## config.mk

```make
export PLATFORM = sky130hd
export DESIGN_NAME = lfp_leap_gen
export DESIGN_NICKNAME = d
export VERILOG_FILES = /design/src/rtl/lfp_pkg.sv /design/src/rtl/lfp_seed_guard.sv /design/src/rtl/lfp_leap_net.sv /design/src/rtl/lfp_leap_gen.sv
export SDC_FILE = /design/constraint.sdc
export NUM_CORES = 1
export LEC_CHECK = 0
export BUFFER_PORTS_ARGS = -buffer_cell sky130_fd_sc_hd__buf_2
export CORE_AREA = 10 10 47 49
export DETAILED_ROUTE_END_ITERATION = 7
export DIE_AREA = 0 0 57 59
export GPL_TIMING_DRIVEN = 1
export PLACE_DENSITY_LB_ADDON = 0.25
export SKIP_CTS_REPAIR_TIMING = 1
export SLEW_MARGIN = 0
export SYNTH_ARGS = -nofsm -noshare
export SYNTH_HDL_FRONTEND = slang
export SYNTH_HIERARCHICAL = 1
export SYNTH_SLANG_ARGS = --single-unit
```

## constraint.sdc

```tcl
create_clock -name clk_i -period 2.1 [get_ports clk_i]
set_input_delay 0.105 -clock clk_i [delete_from_list [all_inputs] [get_ports clk_i]]
set_output_delay 0.105 -clock clk_i [all_outputs]
set_load 0.02 [all_outputs]
```

## src/rtl/lfp_pkg.sv

```systemverilog
package lfp_pkg;

   localparam int MAX_W = 8;

   typedef logic [MAX_W-1:0]            tap_mask_t;
   typedef logic [MAX_W-1:0][MAX_W-1:0] row_set_t;

   // Delay-indexed tap mask: bit d-1 set means x[n-d] feeds the new bit.
   function automatic tap_mask_t lfp_taps(input int m);
      case (m)
         2:       return 8'b0000_0011;
         3:       return 8'b0000_0110;
         4:       return 8'b0000_1100;
         5:       return 8'b0001_0100;
         6:       return 8'b0011_0000;
         7:       return 8'b0110_0000;
         8:       return 8'b1011_1000;
         default: return '0;
      endcase
   endfunction

   // Row j is the set of current state bits whose XOR gives state bit j
   // after k single steps (row j of the transition matrix raised to k).
   function automatic row_set_t lfp_leap_rows(input int m, input int k);
      row_set_t  r;
      tap_mask_t tp;
      tap_mask_t fb;
      tp = lfp_taps(m);
      for (int j = 0; j < MAX_W; j++) begin
         r[j] = (j < m) ? (tap_mask_t'(1) << j) : '0;
      end
      for (int s = 0; s < k; s++) begin
         fb = '0;
         for (int d = 0; d < MAX_W; d++) begin
            if (d < m && tp[d]) fb = fb ^ r[d];
         end
         for (int j = MAX_W - 1; j > 0; j--) begin
            if (j < m) r[j] = r[j-1];
         end
         r[0] = fb;
      end
      return r;
   endfunction

endpackage

```

## src/rtl/lfp_seed_guard.sv

```systemverilog
module lfp_seed_guard #(
   parameter int WIDTH = 4
) (
   input  logic [WIDTH-1:0] seed_i,
   output logic [WIDTH-1:0] safe_o
);
   localparam logic [WIDTH-1:0] ZERO_SUB = {1'b1, {(WIDTH-1){1'b0}}};

   always_comb begin
      safe_o = (seed_i == '0) ? ZERO_SUB : seed_i;
   end
endmodule

```

## src/rtl/lfp_leap_net.sv

```systemverilog
module lfp_leap_net
   import lfp_pkg::*;
#(
   parameter int WIDTH = 4,
   parameter int STEP  = 4
) (
   input  logic [WIDTH-1:0] st_i,
   output logic [WIDTH-1:0] nxt_o
);
   localparam tap_mask_t TAPS = lfp_taps(WIDTH);
   localparam row_set_t  ROWS = lfp_leap_rows(WIDTH, STEP);

   generate
      if (STEP == 1) begin : g_single
         logic fb;
         always_comb begin
            fb    = ^(st_i & TAPS[WIDTH-1:0]);
            nxt_o = {st_i[WIDTH-2:0], fb};
         end
      end else begin : g_leap
         for (genvar j = 0; j < WIDTH; j++) begin : g_bit
            always_comb begin
               nxt_o[j] = ^(st_i & ROWS[j][WIDTH-1:0]);
            end
         end
      end
   endgenerate
endmodule

```

## src/rtl/lfp_leap_gen.sv

```systemverilog
module lfp_leap_gen #(
   parameter int               WIDTH      = 4,
   parameter int               STEP       = 4,
   parameter logic [WIDTH-1:0] RESET_SEED = {1'b1, {(WIDTH-1){1'b0}}}
) (
   input  logic             clk_i,
   input  logic             rst_i,
   input  logic             adv_en_i,
   input  logic             seed_ld_i,
   input  logic [WIDTH-1:0] seed_val_i,
   output logic [STEP-1:0]  rnd_o
);
   generate
      if (WIDTH < 2 || WIDTH > lfp_pkg::MAX_W) begin : g_bad_width
         $error("lfp_leap_gen: WIDTH must lie in 2..8");
      end
      if (STEP < 1 || STEP > WIDTH) begin : g_bad_step
         $error("lfp_leap_gen: STEP must lie in 1..WIDTH");
      end
      if (RESET_SEED == '0) begin : g_bad_seed
         $error("lfp_leap_gen: RESET_SEED must be non-zero");
      end
   endgenerate

   logic [WIDTH-1:0] st_q;
   logic [WIDTH-1:0] st_nxt;
   logic [WIDTH-1:0] seed_safe;

   lfp_seed_guard #(.WIDTH(WIDTH)) guard_i (
      .seed_i (seed_val_i),
      .safe_o (seed_safe)
   );

   lfp_leap_net #(.WIDTH(WIDTH), .STEP(STEP)) net_i (
      .st_i  (st_q),
      .nxt_o (st_nxt)
   );

   always_ff @(posedge clk_i) begin
      if (rst_i)          st_q <= RESET_SEED;
      else if (seed_ld_i) st_q <= seed_safe;
      else if (adv_en_i)  st_q <= st_nxt;
   end

   assign rnd_o = st_q[STEP-1:0];
endmodule

```

==> metrics.md, run 1 <==
| Metric | Value |
|---|---|
| Status | complete, no violations |
| Worst-Margin Slew | ~0.22 ns |
| Core Box Area | between 1000 and 1500 um2 |
| DR pass1 iterations | 4 |
| DRC violations left | 0 |
| Sw Share | approximately a quarter |
| Power Density | just over 700 nW/um2 |
| Final WL | roughly 600 um |
| H-tree depth | 1 |
| Peak supply drop | about 0.25 mV |
| Critical Path Sink Type | register |
| Synth Register Bits | 4 |
| Fin. max-slew vios | 0 |
| Reg clk slew, reported paths | 0.04 ns |
| Net Count, Synth | 36 |
| Final hold vios | 0 |
| TritonCTS clock tree | done |
| Setup violators final | 0 |
| Min cycle time layout | approximately 1.1 ns |
| Startpoint Class | register |
| Vias in the first global route | 242 |
| Internal power | between 0.15 and 0.2 mW |
| Final period util | between 50% and 60% |
| Die Y | ~59 um |
| Final setup margin | 0.979 ns |
| Cell Area, Synth | about 260 um2 |
| Final Power | 0.243 mW |
| Syn avg cell area | 9.25 um2 |
| CP max FO | 4 |
| Logic pwr share | around a quarter |
| Seq pwr share | a little under two fifths |
| CP Data Arrival Time | approximately 1.2 ns |
| Placed cell count | about 50 |
| Maximum clock path buffer count | 2 |
| First-pass GRT wire length | between 1 and 1.5 mm |
| Setup TNS | 0 ns |
| Setup WS pre-CTS | ~0.98 ns |
| MaxCap Viol Count | 0 |
| Share of layout cells above drive strength 1 | ~37% |
| Skew-Pair Late Insertion Delay | roughly 0.23 ns |
| 1st-iter DRT viols | 11 |
| DR vias/cell | 4.13 |
| CTS Buf Count | 3 |
| Clock network power share | 37.5% |
| Highest clock rate | 0.892 GHz |
| Total GRT Usage | under 10% |
| Hold WC Path Type | in2reg |
| GPL Wtd Cong | around 0.64 |
| # nets final | 48 |
| CTS Sinks | 4 |
| Initial antenna violation count | 0 |
| Unique masters post-synth | 14 |
| Initial Util | between 10% and 20% |
| RSZ-0062 raised after global routing | false |
| Die Wd | around 57 um |
| Num rows | 14 |
| Final clock skew | roughly 0.0023 ns |
| Yosys top cell area share | between 30% and 40% |
| Final antenna-violating net count | 0 |
| P_leak | 0.166 nW |
| P&R area growth vs syn | 31.4% |
| Number of flip-flops in the largest register | 4 |
| Avg WL per Cell | around 11 um |
| Die Area | about 3400 um2 |
| Finished Core Util | around a quarter |
| Synth Instances | 28 |
| YS warnings | 6 |
| CP Class | reg2reg |
| Via count | between 200 and 250 |
| Finished Layout Cells | 54 |
| Relative slew slack | a little under nine tenths |
| PortBufs | 11 |
| Antenna cells | 0 |
| Sw Pwr | ~0.065 mW |
| Leading area contributor after synthesis | dfxtp_1 |
| Num ports | 12 |
| Top cells by area, synth | dfxtp_1 (31%), mux2i_1 (15%), xor2_1 (10%) |
| Largest net degree at the start of global routing | 7 |
| Overflow after GRT | 0 |
| Seq/Total Area, Yosys | a little under a third |
| Critical Path RT | roughly 2.2 ns |
| Clk root buf | clkbuf_4 |
[routing by layer]
metal  track usage, %  vias up  part of all wire [%]
met5                0        -                     0
met4             3.02        0                     0
met3             4.29        0                    14
met2             4.65       12                    37
met1             4.40       98                    49
li1                 -      113                     -
[logic make-up after synthesis]
family                 share of synthesized area [%]
AO/OA/AOI/OAI                                   10.6
XOR/XNOR                                        19.3
buffers and inverters                           7.73
flip-flops                                      30.9
multiplexers                                    15.5
AND/OR/NAND/NOR                                 15.9
[final timing paths]
kind                    startpoint                    end  slack, ns  cells after the start
max          rnd_o[3]$_SDFFE_PP1P_  rnd_o[0]$_SDFFE_PP0P_       0.98                      3
min                          rst_i  rnd_o[2]$_SDFFE_PP0P_       0.10                      2
max reg2reg  rnd_o[3]$_SDFFE_PP1P_  rnd_o[0]$_SDFFE_PP0P_       0.98                      3
min reg2reg  rnd_o[0]$_SDFFE_PP0P_  rnd_o[0]$_SDFFE_PP0P_       0.61                      2
[cell usage in the layout (no fill, tap or decap), drive strengths merged]
cell	instances
or2	1
nor2	1
a211oi	3
xor2	3
buf	11
nor2b	3
xor3	1
mux2i	4
clkbuf	3
nor3b	1
a21oi	1
inv	1
dfxtp	4
nor3	1
[critical path: stages (launching register included)]
cell	delay [ns]
dfxtp_1	0.36
xor3_1	0.41
mux2i_1	0.14
a211oi_1	0.09
[power groups by stage]
stage	Sequential [mW]	Clock (mW)	Combinational, mW
6_report	0.0919	0.0913	0.0600
5_1_grt	0.0934	0.103	0.0668
4_1_cts	0.0923	0.0958	0.0611
3_5_place_dp	0.0934	0	0.0607
3_3_place_gp	0.0931	0	0.0609
2_1_floorplan	0.101	0	0.0343
[cell type report]
class | instances | area, um2
clock buffers | 3 | 22.5
fillers | 168 | 1060
inverters | 1 | 3.75
multi-input cells | 19 | 159
flip-flops and latches | 4 | 80.1
well taps | 16 | 20.0
repair buffers | 11 | 55.1
[through the flow]
stage	hold slack, ns	instance area (um2)
floorplan	0.178	259
global placement	0.340	318
detailed placement	0.337	318
CTS	0.0917	340
global route	0.107	340
finish	0.104	340
[synth_stat cells]
| library cell | number |
|---|---|
| a211oi_1 | 3 |
| a21oi_1 | 1 |
| clkbuf_1 | 3 |
| clkbuf_2 | 1 |
| dfxtp_1 | 4 |
| inv_1 | 1 |
| mux2i_1 | 4 |
| nor2_1 | 1 |
| nor2b_1 | 3 |
| nor3_1 | 1 |
| nor3b_1 | 1 |
| or2_1 | 1 |
| xor2_1 | 3 |
| xor3_1 | 1 |
No activity file was read; power rests on OpenSTA's default activity.
==> run 2, diff against run 1 <==
- clock period: 2.1 -> 1.1 ns (I/O delays scaled with it)
==> metrics.md, run 2 (synthesized netlist as in run 1, its figures left out) <==
| Metric | Value |
|---|---|
| Status | complete, no violations |
| RSZ-0062 raised after global routing | true |
| Final clock skew | 0.00653 ns (+0.00423 ns) |
| Via count | 224 (+0.45%) |
| Hold WC Path Type | in2reg |
| Largest net degree at the start of global routing | 7 (unchanged) |
| GPL Wtd Cong | 0.706 (+11%) |
| Fin. max-slew vios | 0 (unchanged) |
| Core Box Area | 1400 um2 (unchanged) |
| Relative slew slack | 86.8% (+1.7 points) |
| Die Area | 3360 um2 (unchanged) |
| Worst-Margin Slew | 0.192 ns (-0.0307 ns) |
| Crit path depth | 3 (unchanged) |
| Placed cell count | 51 (unchanged) |
| Setup WS pre-CTS | 0.0285 ns (-0.948 ns) |
| Power Density | 1400 nW/um2 (+96%) |
| # fillers | 167 (-0.60%) |
| CTS Buf Count | 3 (unchanged) |
| 1st-iter DRT viols | 1 (-10) |
| DR vias/cell | 4.07 (-1.4%) |
| Most common cell after layout, fill and taps aside | buf_2 |
| Die Wd | 57 um (unchanged) |
| Finished Layout Cells | 55 (+1.9%) |
| R2r startpoint | rnd_o[0]$_SDFFE_PP0P_ |
| Num ports | 12 (unchanged) |
| Vias in the first global route | 253 (+4.5%) |
| Num rows | 14 (unchanged) |
| Antenna cells | 0 (unchanged) |
| Number of flip-flops in the largest register | 4 (unchanged) |
| Die Y | 59 um (unchanged) |
| CP Class | reg2reg |
| Reg clk slew, reported paths | 0.04 ns (about the same) |
| Initial Util | 18.5% (unchanged) |
| P&R area growth vs syn | 36.2% |
| Startpoint Class | register |
| # nets final | 48 (unchanged) |
| Final antenna-violating net count | 0 (unchanged) |
| Critical path launch point | rnd_o[0]$_SDFFE_PP0P_ |
| RR Endpoint | rnd_o[0]$_SDFFE_PP0P_ |
| DR pass1 iterations | 2 (-2) |
| P_leak | 0.169 nW (+2.2%) |
| Seq. cell area | 88.8 um2 (+11%) |
| Peak supply drop | 0.458 mV (+80%) |
| Critical Path RT | 1.22 ns (-0.99 ns) |
| PortBufs | 11 (unchanged) |
| CP Data Arrival Time | 1.20 ns (-0.03 ns) |
| First-pass GRT wire length | 1.00 mm (-3.4%) |
| Setup crit end | rnd_o[0]$_SDFFE_PP0P_ |
| Min cycle time layout | 1.08 ns (-0.0409 ns) |
| Initial antenna violation count | 0 (unchanged) |
| Setup violators final | 0 (unchanged) |
| Worst path bufs/invs | 0 (unchanged) |
| Slowest cell delay on critical path | 0.39 ns (-0.02 ns) |
| Share of layout cells above drive strength 1 | 43.6% (+6.7 points) |
| Overflow after GRT | 0 (unchanged) |
| Critical Path Sink Type | register |
| Final period util | 98.2% (+45 points) |
| CP Cell Sequence | xor3_1, mux2i_1, a211oi_1 |
| Highest clock rate | 0.926 GHz (+3.8%) |
| Worst reg2reg setup slack | 0.02 ns (-0.96 ns) |
| CP delay by family, top | XOR/XNOR gates |
| Most frequent cells in the layout | buf_2 (11), mux2i_1 (4) |
| Maximum clock path buffer count | 2 (unchanged) |
| Avg WL per Cell | 11.1 um (+0.16%) |
| Final WL | 608 um (+2.0%) |
| TritonCTS clock tree | done |
| MaxCap Viol Count | 0 (unchanged) |
| DRC violations left | 0 (unchanged) |
| Clk root buf | clkbuf_4 |
| Reg2Reg Depth | 3 (unchanged) |
| Total GRT Usage | 3.98% (-0.17 points) |
| CTS Sinks | 4 (unchanged) |
| CP max FO | 4 (unchanged) |
| Area of the multi-input gates | 159 um2 (unchanged) |
| H-tree depth | 1 (unchanged) |
| Skew-Pair Late Insertion Delay | 0.24 ns (about the same) |
| Final hold vios | 0 (unchanged) |
| Slowest cell on crit path | xor3_1 |
| Final Power | 0.494 mW (+100%) |
| Final setup margin | 0.0203 ns (-0.959 ns) |
==> run 2: final cells by class <==
type,count,share of cell area (%)
flip-flops and latches,4,25.2
repair buffers,11,15.6
inverters,1,1.06
well taps,16,5.67
clock buffers,4,7.45
multi-input cells,19,45.0
==> run 2: power by group <==
part / leakage [nW] / switching (mW) / internal (mW) / total (mW)
clock: 0.0150 / 0.0654 / 0.136 / 0.202
sequential: 0.0342 / 0.0173 / 0.160 / 0.177
combinational: 0.120 / 0.0541 / 0.0612 / 0.115
total: 0.169 / 0.137 / 0.357 / 0.494
==> run 2: through the flow <==
step           TNS (ns)  hold WS, ns  cell area [um2]  util, %
2_1_floorplan         0        0.120              264        -
4_1_cts               0       0.0302              349     24.9
3_3_place_gp          0        0.289              323     23.0
3_5_place_dp          0        0.287              323     23.0
6_report              0       0.0352              353     25.2
5_1_grt         -0.0305       0.0366              353     25.2
==> run 2: worst min path at each step <==
stage,slack [ns],depth (start not counted),endpoint,from
after floorplan,0.12,1,rnd_o[2]$_SDFFE_PP0P_,rst_i
after global placement,0.29,2,rnd_o[2]$_SDFFE_PP0P_,rst_i
after detailed placement,0.29,2,rnd_o[2]$_SDFFE_PP0P_,rst_i
after CTS,0.03,2,rnd_o[2]$_SDFFE_PP0P_,rst_i
after global routing,0.04,2,rnd_o[0]$_SDFFE_PP0P_,rst_i
final,0.04,2,rnd_o[2]$_SDFFE_PP0P_,rst_i
==> run 2: per-layer routing <==
metal  vias to the layer above  part of all wire (%)  GRT usage [%]
li1                        115                     -              -
met1                        95                    50           4.30
met2                        12                    38           4.65
met3                         2                    11           3.65
met4                         0                   1.3           3.02
met5                         -                     0              0
